[src/rtl/ccd_seq_pkg.sv]
package ccd_seq_pkg;
  typedef enum logic [3:0] {
    ST_IDLE,
    ST_FLUSH,
    ST_PAR,
    ST_RST,
    ST_REF,
    ST_XFER,
    ST_SIG,
    ST_DUMP,
    ST_DONE
  } seq_state_t;
endpackage

[src/rtl/ccd_seq_cfg.sv]
// Captures array size and clamped binning factors on an accepted start.
module ccd_seq_cfg #(
  parameter int DIM_W   = 13,
  parameter int BIN_W   = 4,
  parameter int MAX_BIN = 8
) (
  input  logic             clk,
  input  logic             rst,
  input  logic             start,
  input  logic             busy,
  input  logic [DIM_W-1:0] rows_in,
  input  logic [DIM_W-1:0] cols_in,
  input  logic [BIN_W-1:0] vbin_in,
  input  logic [BIN_W-1:0] hbin_in,
  output logic             go,
  output logic [DIM_W-1:0] rows_q,
  output logic [DIM_W-1:0] cols_q,
  output logic [BIN_W-1:0] vbin_q,
  output logic [BIN_W-1:0] hbin_q
);
  localparam logic [BIN_W-1:0] BIN_HI = BIN_W'(MAX_BIN);
  localparam logic [BIN_W-1:0] BIN_LO = BIN_W'(1);

  function automatic logic [BIN_W-1:0] clamp_bin(input logic [BIN_W-1:0] b);
    if (b == '0)         return BIN_LO;
    else if (b > BIN_HI) return BIN_HI;
    else                 return b;
  endfunction

  logic accept;
  assign accept = start && !busy && !go;

  always_ff @(posedge clk) begin
    if (rst) begin
      go     <= 1'b0;
      rows_q <= '0;
      cols_q <= '0;
      vbin_q <= BIN_LO;
      hbin_q <= BIN_LO;
    end else begin
      go <= accept;
      if (accept) begin
        rows_q <= rows_in;
        cols_q <= cols_in;
        vbin_q <= clamp_bin(vbin_in);
        hbin_q <= clamp_bin(hbin_in);
      end
    end
  end
endmodule

[src/rtl/ccd_seq_ctrl.sv]
// Readout state machine: flush, parallel binning, CDS per super-pixel, edge dump.
module ccd_seq_ctrl
  import ccd_seq_pkg::*;
#(
  parameter int DIM_W = 13,
  parameter int BIN_W = 4
) (
  input  logic             clk,
  input  logic             rst,
  input  logic             go,
  input  logic [DIM_W-1:0] rows_q,
  input  logic [DIM_W-1:0] cols_q,
  input  logic [BIN_W-1:0] vbin_q,
  input  logic [BIN_W-1:0] hbin_q,
  output seq_state_t       state,
  output logic             busy
);
  localparam int PAD = DIM_W - BIN_W;

  seq_state_t       st_n;
  logic [DIM_W-1:0] rows_left, rows_n;
  logic [DIM_W-1:0] cols_left, cols_n;
  logic [DIM_W-1:0] run, run_n;
  logic [DIM_W-1:0] vb_ext, hb_ext, rows_dec;

  assign vb_ext   = {{PAD{1'b0}}, vbin_q};
  assign hb_ext   = {{PAD{1'b0}}, hbin_q};
  assign rows_dec = rows_left - 1'b1;
  assign busy     = (state != ST_IDLE);

  always_comb begin
    st_n   = state;
    rows_n = rows_left;
    cols_n = cols_left;
    run_n  = run;
    case (state)
      ST_IDLE: if (go) begin
        rows_n = rows_q;
        cols_n = cols_q;
        if (cols_q != '0) begin
          st_n  = ST_FLUSH;
          run_n = cols_q;
        end else if (rows_q >= vb_ext) begin
          st_n  = ST_PAR;
          run_n = vb_ext;
        end else begin
          st_n = ST_DONE;
        end
      end
      ST_FLUSH, ST_DUMP: begin
        run_n = run - 1'b1;
        if (run == DIM_W'(1)) begin
          cols_n = cols_q;
          if (rows_left >= vb_ext) begin
            st_n  = ST_PAR;
            run_n = vb_ext;
          end else begin
            st_n = ST_DONE;
          end
        end
      end
      ST_PAR: begin
        rows_n = rows_dec;
        run_n  = run - 1'b1;
        if (run == DIM_W'(1)) begin
          if (cols_left >= hb_ext) begin
            st_n = ST_RST;
          end else if (cols_left != '0) begin
            st_n  = ST_DUMP;
            run_n = cols_left;
          end else if (rows_dec >= vb_ext) begin
            st_n  = ST_PAR;
            run_n = vb_ext;
          end else begin
            st_n = ST_DONE;
          end
        end
      end
      ST_RST: st_n = ST_REF;
      ST_REF: begin
        st_n  = ST_XFER;
        run_n = hb_ext;
      end
      ST_XFER: begin
        cols_n = cols_left - 1'b1;
        run_n  = run - 1'b1;
        if (run == DIM_W'(1)) st_n = ST_SIG;
      end
      ST_SIG: begin
        if (cols_left >= hb_ext) begin
          st_n = ST_RST;
        end else if (cols_left != '0) begin
          st_n  = ST_DUMP;
          run_n = cols_left;
        end else if (rows_left >= vb_ext) begin
          st_n   = ST_PAR;
          run_n  = vb_ext;
          cols_n = cols_q;
        end else begin
          st_n = ST_DONE;
        end
      end
      ST_DONE: st_n = ST_IDLE;
      default: st_n = ST_IDLE;
    endcase
  end

  always_ff @(posedge clk) begin
    if (rst) begin
      state     <= ST_IDLE;
      rows_left <= '0;
      cols_left <= '0;
      run       <= '0;
    end else begin
      state     <= st_n;
      rows_left <= rows_n;
      cols_left <= cols_n;
      run       <= run_n;
    end
  end
endmodule

[src/rtl/ccd_seq_strobe.sv]
// Registered decode of the sequencer state onto the strobe outputs.
module ccd_seq_strobe
  import ccd_seq_pkg::*;
(
  input  logic       clk,
  input  logic       rst,
  input  seq_state_t state,
  output logic       pshift,
  output logic       sshift,
  output logic       node_rst,
  output logic       samp_ref,
  output logic       samp_sig,
  output logic       shutter_close,
  output logic       pix_valid,
  output logic       frame_done
);
  always_ff @(posedge clk) begin
    if (rst) begin
      pshift        <= 1'b0;
      sshift        <= 1'b0;
      node_rst      <= 1'b0;
      samp_ref      <= 1'b0;
      samp_sig      <= 1'b0;
      shutter_close <= 1'b0;
      pix_valid     <= 1'b0;
      frame_done    <= 1'b0;
    end else begin
      pshift        <= (state == ST_PAR);
      sshift        <= (state == ST_FLUSH) || (state == ST_XFER) || (state == ST_DUMP);
      node_rst      <= (state == ST_RST);
      samp_ref      <= (state == ST_REF);
      samp_sig      <= (state == ST_SIG);
      shutter_close <= (state != ST_IDLE);
      pix_valid     <= samp_sig;
      frame_done    <= (state == ST_DONE);
    end
  end
endmodule

[src/rtl/ccd_readout_seq.sv]
module ccd_readout_seq
  import ccd_seq_pkg::*;
#(
  parameter int MAX_DIM = 4096,
  parameter int MAX_BIN = 8,
  parameter int DIM_W   = $clog2(MAX_DIM + 1),
  parameter int BIN_W   = $clog2(MAX_BIN + 1)
) (
  input  logic             clk,
  input  logic             rst,
  input  logic             start,
  input  logic [DIM_W-1:0] n_rows,
  input  logic [DIM_W-1:0] n_cols,
  input  logic [BIN_W-1:0] vbin,
  input  logic [BIN_W-1:0] hbin,
  output logic             pshift,
  output logic             sshift,
  output logic             node_rst,
  output logic             samp_ref,
  output logic             samp_sig,
  output logic             shutter_close,
  output logic             pix_valid,
  output logic             frame_done
);
  logic             go, busy;
  logic [DIM_W-1:0] rows_q, cols_q;
  logic [BIN_W-1:0] vbin_q, hbin_q;
  seq_state_t       state;

  ccd_seq_cfg #(.DIM_W(DIM_W), .BIN_W(BIN_W), .MAX_BIN(MAX_BIN)) cfg_i (
    .clk(clk), .rst(rst), .start(start), .busy(busy),
    .rows_in(n_rows), .cols_in(n_cols), .vbin_in(vbin), .hbin_in(hbin),
    .go(go), .rows_q(rows_q), .cols_q(cols_q), .vbin_q(vbin_q), .hbin_q(hbin_q)
  );

  ccd_seq_ctrl #(.DIM_W(DIM_W), .BIN_W(BIN_W)) ctrl_i (
    .clk(clk), .rst(rst), .go(go),
    .rows_q(rows_q), .cols_q(cols_q), .vbin_q(vbin_q), .hbin_q(hbin_q),
    .state(state), .busy(busy)
  );

  ccd_seq_strobe strobe_i (
    .clk(clk), .rst(rst), .state(state),
    .pshift(pshift), .sshift(sshift), .node_rst(node_rst),
    .samp_ref(samp_ref), .samp_sig(samp_sig), .shutter_close(shutter_close),
    .pix_valid(pix_valid), .frame_done(frame_done)
  );
endmodule

[config.mk]
export PLATFORM = sky130hd
export DESIGN_NAME = ccd_readout_seq
export DESIGN_NICKNAME = d
export VERILOG_FILES = /design/src/rtl/ccd_seq_pkg.sv /design/src/rtl/ccd_seq_cfg.sv /design/src/rtl/ccd_seq_ctrl.sv /design/src/rtl/ccd_seq_strobe.sv /design/src/rtl/ccd_readout_seq.sv
export SDC_FILE = /design/constraint.sdc
export NUM_CORES = 1
export LEC_CHECK = 0
export BUFFER_PORTS_ARGS = -buffer_cell sky130_fd_sc_hd__buf_2
export CAP_MARGIN = 15
export CELL_PAD_IN_SITES_DETAIL_PLACEMENT = 1
export CELL_PAD_IN_SITES_GLOBAL_PLACEMENT = 2
export CORE_ASPECT_RATIO = 1.1
export CORE_MARGIN = 5
export CORE_UTILIZATION = 32
export CTS_CLUSTER_DIAMETER = 50
export DETAILED_ROUTE_END_ITERATION = 8
export PLACE_DENSITY = 0.78
export RECOVER_POWER = 100
export SLEW_MARGIN = 25
export SYNTH_ARGS = -nofsm -noshare
export SYNTH_HDL_FRONTEND = slang
export SYNTH_SLANG_ARGS = --single-unit
[constraint.sdc]
create_clock -name clk -period 2.8 [get_ports clk]
set_input_delay 0.14 -clock clk [delete_from_list [all_inputs] [get_ports clk]]
set_output_delay 0.14 -clock clk [all_outputs]
set_load 0.05 [all_outputs]
## After elaboration in Yosys (flattened, before gate mapping)

Index checks and enable logic that the tools add are counted.

| word-level totals | value |
|---|---|
| bits in registers | 86 |
| input bits | 37 |
| output and inout bits | 8 |
| logic and storage cells | 102 |

| operators by class | value |
|---|---|
| add/sub/neg operators | 3 |
| magnitude comparators | 6 |
| equality and inequality tests | 18 |
| multiplexer cells | 38 |
| reduce and logical (&&, ||, !) cells | 20 |

Operators by type and width:

| operator | count |
|---|---|
| $mux 13 | 18 |
| $pmux 13 s6 | 1 |
| $mux 4 | 16 |
| $ge 13x4->1 | 4 |
| $pmux 13 s4 | 1 |
| $sub 13x1->13 const B | 3 |
| $pmux 4 s7 | 1 |
| $pmux 13 s2 | 1 |
| $reduce_bool 13->1 | 2 |
| $eq 4x3->1 const B | 4 |
| $eq 13x1->1 const B | 1 |
| $logic_not 4->1 | 3 |
| $eq 4x2->1 const B | 2 |
| $gt 4x4->1 const B | 2 |
| $ne 2x1->1 const B | 4 |
| $reduce_bool 4->1 | 2 |
| $ne 2x2->1 const B | 3 |
| $ne 3x1->1 const B | 2 |
| $reduce_and 6->1 | 1 |
| $reduce_bool 6->1 | 1 |
| $reduce_and 5->1 | 1 |
| $eq 4x1->1 const B | 1 |
| $eq 4x4->1 const B | 1 |
| $reduce_and 4->1 | 1 |
| other kinds (6) | 9 |

## Longest topological paths before layout

| depth | value |
|---|---|
| depth in word-level cells | 7 |
| gate-level depth with buffers | 12 |
| mapped depth without buffers | 11 |

## Cells and area by module

A second synthesis with hierarchy kept.

| second synthesis, totals | value |
|---|---|
| cells, all modules | 698 |
| area total of the unflattened synthesis | 5600.4 µm² |

Modules (own cells, without submodules):

| module | times used | cells an instance | area each (µm²) | seq. area each (µm²) |
|---|---|---|---|---|
| ccd_seq_ctrl | 1 | 525 | 3729.8 | 860.8 |
| ccd_seq_cfg | 1 | 153 | 1617.8 | 700.7 |
| ccd_seq_strobe | 1 | 20 | 252.7 | 160.2 |

## Worst setup path after synthesis

OpenSTA, ideal clock, no wires.

| timing path | value |
|---|---|
| kind | register -> register |
| start | reg ctrl_i.rows_left[2] |
| end | reg ctrl_i.run[4] |
| setup time | 92 ps |
| data arrival time | 2977 ps |
| required time | 2708 ps |
| setup slack | -269 ps |
| stages on the path, launching flop included | 13 |
| path buffers | 2 |
| cell sequence | dfxtp_1 -> buf_2 -> nor3_1 -> xor2_1 -> ha_1 -> or4_1 -> a211o_1 -> or3_1 -> o41a_1 -> o211ai_2 -> buf_6 -> a21oi_1 -> o32ai_1 |

| between the ends | value |
|---|---|
| word-level cells in the longest chain between the ends | 7 |
| elaborated cells between the ends (all ways) | 12 |
| classes of those cells | 1 x add/sub; 2 x order compare; 1 x eq/ne; 7 x mux; 1 x reduce/logical |

RTL lines:

| item | line | RTL |
|---|---|---|
| start, declared | ccd_seq_ctrl.sv:21 | `logic [DIM_W-1:0] rows_left, rows_n;` |
| start signal, assigned | ccd_seq_ctrl.sv:116 | `rows_left <= rows_n;` |
| $sub 13x1->13 | ccd_seq_ctrl.sv:28 | `assign rows_dec = rows_left - 1'b1;` |
| $ge 13x4->1 | ccd_seq_ctrl.sv:71 | `end else if (rows_dec >= vb_ext) begin` |
| $mux 13 | ccd_seq_ctrl.sv:71 |  |
| $mux 13 | ccd_seq_ctrl.sv:68 | `end else if (cols_left != '0) begin` |
| $mux 13 | ccd_seq_ctrl.sv:66 | `if (cols_left >= hb_ext) begin` |
| $mux 13 | ccd_seq_ctrl.sv:65 | `if (run == DIM_W'(1)) begin` |
| $pmux 13 s6 | ccd_seq_ctrl.sv:36 | `case (state)` |
| end signal, assigned | ccd_seq_ctrl.sv:118 | `run <= run_n;` |
| end, declared | ccd_seq_ctrl.sv:23 | `logic [DIM_W-1:0] run, run_n;` |

Parallel ways exist; a longest one is shown, timed or not.
A chain may end at the register's enable or synchronous reset.

## Worst setup path after layout

| timing path | value |
|---|---|
| start | reg ctrl_i.rows_left[0] |
| end | reg ctrl_i.run[4] |

Same word-level chain as after synthesis.

==> results by group <==
Timing
  – Post-layout minimum cycle time: about 3.2 ns
  – Setup Skew: ~0.0087 ns
  – Setup repair after global routing missed its margin: yes
  – Final worst slack: -0.3520 ns
  – Final-report hold violation count: 0
  – Fin Hold WS: between 0.015 and 0.02 ns
  – Worst-margin pin slew: approximately 0.75 ns
  – Fin crit share: 112.6%
  – Fin Setup TNS: -3.431 ns
  – Final slew viol count: 0
  – Fmax: 0.3173 GHz
  – Slew HR: 49.75%
  – Setup Viol. Count Final: 13

Worst setup path
  – Worst Path Required: ~3 ns
  – CP endpoint kind: register
  – Critical path fanouts, max: 13
  – CP Launch Type: register
  – Kind of critical path: reg2reg
  – Worst r2r dst: ctrl_i.run[4]
  – CP max stage delay: about 0.5 ns
  – Cell chain of the critical path: nor3_4, xor2_1, ha_2, or4_1, a211o_1, or3_4, o41a_1, o211ai_2, buf_12, a21oi_1, o32ai_1
  – Reg-to-reg startpoint: ctrl_i.rows_left[0]
  – Worst EP arrival: 3.41 ns
  – Slowest CP cell: o41a_1
  – Worst r2r path cells: 11
  – Worst reg2reg setup slack: -0.35 ns

Die
  – Die H: around 140 um
  – Starting density of the core: between 30% and 40%
  – DIE WIDTH: approximately 130 um
  – Io pins: 45
  – DIE AREA: 18,900 um^2
  – Core Area: around 16,000 um^2
  – FP Rows: between 40 and 50

Clock network
  – Root Driver: clkbuf_16
  – Clock Path Buffers: 2
  – Clock sink count: 86
  – Skew-Pair Late Insertion Delay: roughly 0.36 ns
  – CTS tree: built
  – H-tree depth: 3
  – Total CTS buffers: 9
  – Clock slew at reported path FFs: 0.07 ns

GRT
  – GRT Util Overall: 21.55%
  – Largest net degree at the start of global routing: 38
  – Initial antenna violation count: 0
  – GR Overflow Total: 0
  – Vias in the first global route: approximately 6,000
  – First-pass GRT wire length: ~33 mm

Cells and area
  – Fin area: around 6600 um^2
  – Area Growth Syn to Fin: 27.22%
  – Post-layout util: approximately two fifths
  – Layout cells sized above 1: between 20% and 30%
  – Fill count: ~2,000
  – Area of the multi-input gates: approximately 3300 um^2
  – FF+latch area: between 1500 and 2000 um^2
  – Diodes inserted: 0
  – Final net count: 854
  – Non-Filler Instances: 1,001

Routing
  – Initial DRC count: roughly 230
  – Vias: between 5,000 and 6,000
  – Highest metal used: met4
  – DRT met1 WL: approximately 8.8 mm
  – Metal2 WL: 10.14 mm
  – Vias per std cell: around 5.8
  – Final WL: a little over 20 mm
  – Met3 routed WL: approximately 660 um
  – Routed Antenna Nets: 0
  – Wire per inst: around 20 um
  – DRT Pass-1 Iters: 6
  – DRC: 0

Min path
  – Hold/Removal Path Class: in2reg
  – End of the worst hold path: cfg_i.cols_q[6]
  – Hold path startpoint: n_cols[6]
  – Min-Delay Path Depth: 3

Power
  – Clk pwr share: 13.5%
  – Int Pwr: 4.767 mW
  – Part of the power in registers: roughly a fifth
  – Peak supply drop: roughly 0.00048 V
  – Sw Ratio: between 40% and 50%
  – Lkg Pwr: roughly 2.7 nW
  – Comb pwr share: between 60 and 70%
  – Cell Pwr Density: around 1400 nW/um^2
  – Switch Pwr: around 4.4 mW
  – Tot Pwr: 9.132 mW

Placement
  – DP HPWL: between 15 and 20 mm
  – Placed Instances: between 900 and 1,000
  – Routability cong.: approximately 1
  – DP Area: around 6200 um^2
  – Setup slack after placement: -0.3222 ns
  – Port Buffer Count: 44

Yosys
  – Syn_nets: approximately 750
  – Post-synthesis register bit count: 86
  – Syn Area/Cell: roughly 7.6 um^2
  – Post-synth cell types: 67
  – EDFF count, synth: 0
  – Dominant synthesized flop cell: dfxtp_1
  – Cell with the most instances after synthesis: nand2_1
  – Synth area leaders: dfxtp_1 33%, nand2_1 7.9%, a21oi_1 6.6%
  – Part of the Yosys area used for sequential elements: 33.12%
  – Ys async rst share: 0%
  – Cells after synthesis: around 690
  – Largest area contributor in the netlist: dfxtp_1
  – Synth top area share: 33.12%
  – Commonest cells post-synth: 110 x nand2_1, 86 x dfxtp_1, 69 x a21oi_1
  – Mapped Area: 5199 um^2
  – Total number of yosys warnings: 0

Status
  – Outcome: finished, violations left
  – Violated checks: setup timing

Run
  – Max-cap violations: 0
state kept, by name (all words and copies together), names as in the netlist, 4 cells and up:
signal,flops
cfg_i.rows_q,13
cfg_i.hbin_q,4
cfg_i.vbin_q,4
ctrl_i.run,13
ctrl_i.rows_left,13
ctrl_i.state,4
ctrl_i.cols_left,13
cfg_i.cols_q,13
worst max path at each step:
stage,slack (ns),from,to,depth (start not counted)
3_5_place_dp,-0.32,ctrl_i.rows_left[1],ctrl_i.run[12],10
3_3_place_gp,-0.21,ctrl_i.rows_left[1],ctrl_i.run[12],10
5_1_grt,-0.44,ctrl_i.rows_left[0],ctrl_i.run[5],11
4_1_cts,-0.28,ctrl_i.rows_left[0],ctrl_i.run[4],11
6_report,-0.35,ctrl_i.rows_left[0],ctrl_i.run[4],11
2_1_floorplan,-0.1,ctrl_i.rows_left[2],ctrl_i.run[4],12
power by group through the flow:
stage	logic, mW	clock network [mW]	registers [mW]
2_1_floorplan	3.38	0	1.83
3_3_place_gp	5.56	0	1.85
3_5_place_dp	5.73	0	1.87
4_1_cts	5.92	1.26	1.85
5_1_grt	6.57	1.30	1.90
6_report	6.04	1.23	1.86
area by class of cell:
type / instances / share of cell area [%]
sequential: 86 / 26.09
clock buffer: 10 / 3.613
tap: 200 / 3.784
timing repair buffer: 141 / 14.15
inverter: 22 / 1.249
multi-input combinational: 536 / 50.34
clock inverter: 6 / 0.7756
per-layer routing:
metal | global-route usage, % | vias up
met2 | 38.48 | 119
li1 | - | 2749
met5 | 0 | -
met3 | 2.661 | 44
met1 | 25.72 | 2855
met4 | 10.56 | 0
layout by cell type, fill, tap and decap left out, types with 4 or more instances in the layout:
| cell | synthesis | layout |
|---|---|---|
| o221ai_1 | 6 | 6 |
| a221o_1 | 4 | 4 |
| o31ai_1 | 7 | 7 |
| o21ai_0 | 25 | 22 |
| a21oi_1 | 69 | 69 |
| nand2_1 | 110 | 110 |
| ha_1 | 21 | 19 |
| clkbuf_1 | 37 | 13 |
| nor3b_1 | 7 | 7 |
| nor2b_1 | 5 | 5 |
| nand2b_1 | 6 | 6 |
| nand3b_1 | 7 | 7 |
| and3_1 | 8 | 8 |
| and2_1 | 7 | 5 |
| inv_1 | 21 | 20 |
| xnor2_1 | 5 | 5 |
| nor3_1 | 30 | 27 |
| a31oi_1 | 7 | 7 |
| or3_1 | 6 | 5 |
| clkbuf_16 | 0 | 9 |
| dfxtp_1 | 86 | 83 |
| a221oi_1 | 13 | 11 |
| or4_1 | 11 | 10 |
| mux2i_1 | 12 | 12 |
| nand3_1 | 21 | 21 |
| nor2_1 | 55 | 55 |
| inv_6 | 0 | 4 |
| nand4_1 | 6 | 6 |
| a211oi_1 | 6 | 5 |
| xor2_1 | 7 | 7 |
| o22ai_1 | 9 | 9 |
| nor4_1 | 12 | 11 |
| buf_4 | 1 | 89 |
| buf_2 | 2 | 36 |
worst max-delay path, delay by kind of cell, from the launching register on:
family | cells | cell delay (ns)
flip-flops | 1 | 0.35
adder cells (fa/ha/maj) | 1 | 0.17
AO/OA/AOI/OAI | 5 | 1.29
AND/OR/NAND/NOR | 3 | 0.96
XOR/XNOR | 1 | 0.10
buffers and inverters | 1 | 0.16
cell families (layout without fill, tap and decap cells):
| kind of cell | after synthesis | in the layout | synth area share (%) |
|---|---|---|---|
| AOI/OAI and AO/OA | 188 | 188 | 24.00 |
| DFF | 86 | 86 | 33.12 |
| muxes | 12 | 12 | 2.311 |
| xor gates and xnor gates | 12 | 12 | 2.022 |
| buffers and inverters | 66 | 179 | 5.030 |
| and+or+nand+nor | 303 | 303 | 28.47 |
| adders and majority gates | 21 | 21 | 5.054 |
repair_timing:
| item | 4_1_cts | 5_1_grt |
|---|---|---|
| pin swaps | 3 | 3 |
| endpoints found under the setup margin | 15 | 24 |
| endpoints found under the hold margin | 0 | 0 |
| gates cloned | 0 | 0 |
| buffers inserted | 3 | 0 |
| gates resized for setup | 7 | 14 |
| hold buffers | 0 | 0 |
(Power assumes the default switching activity.)
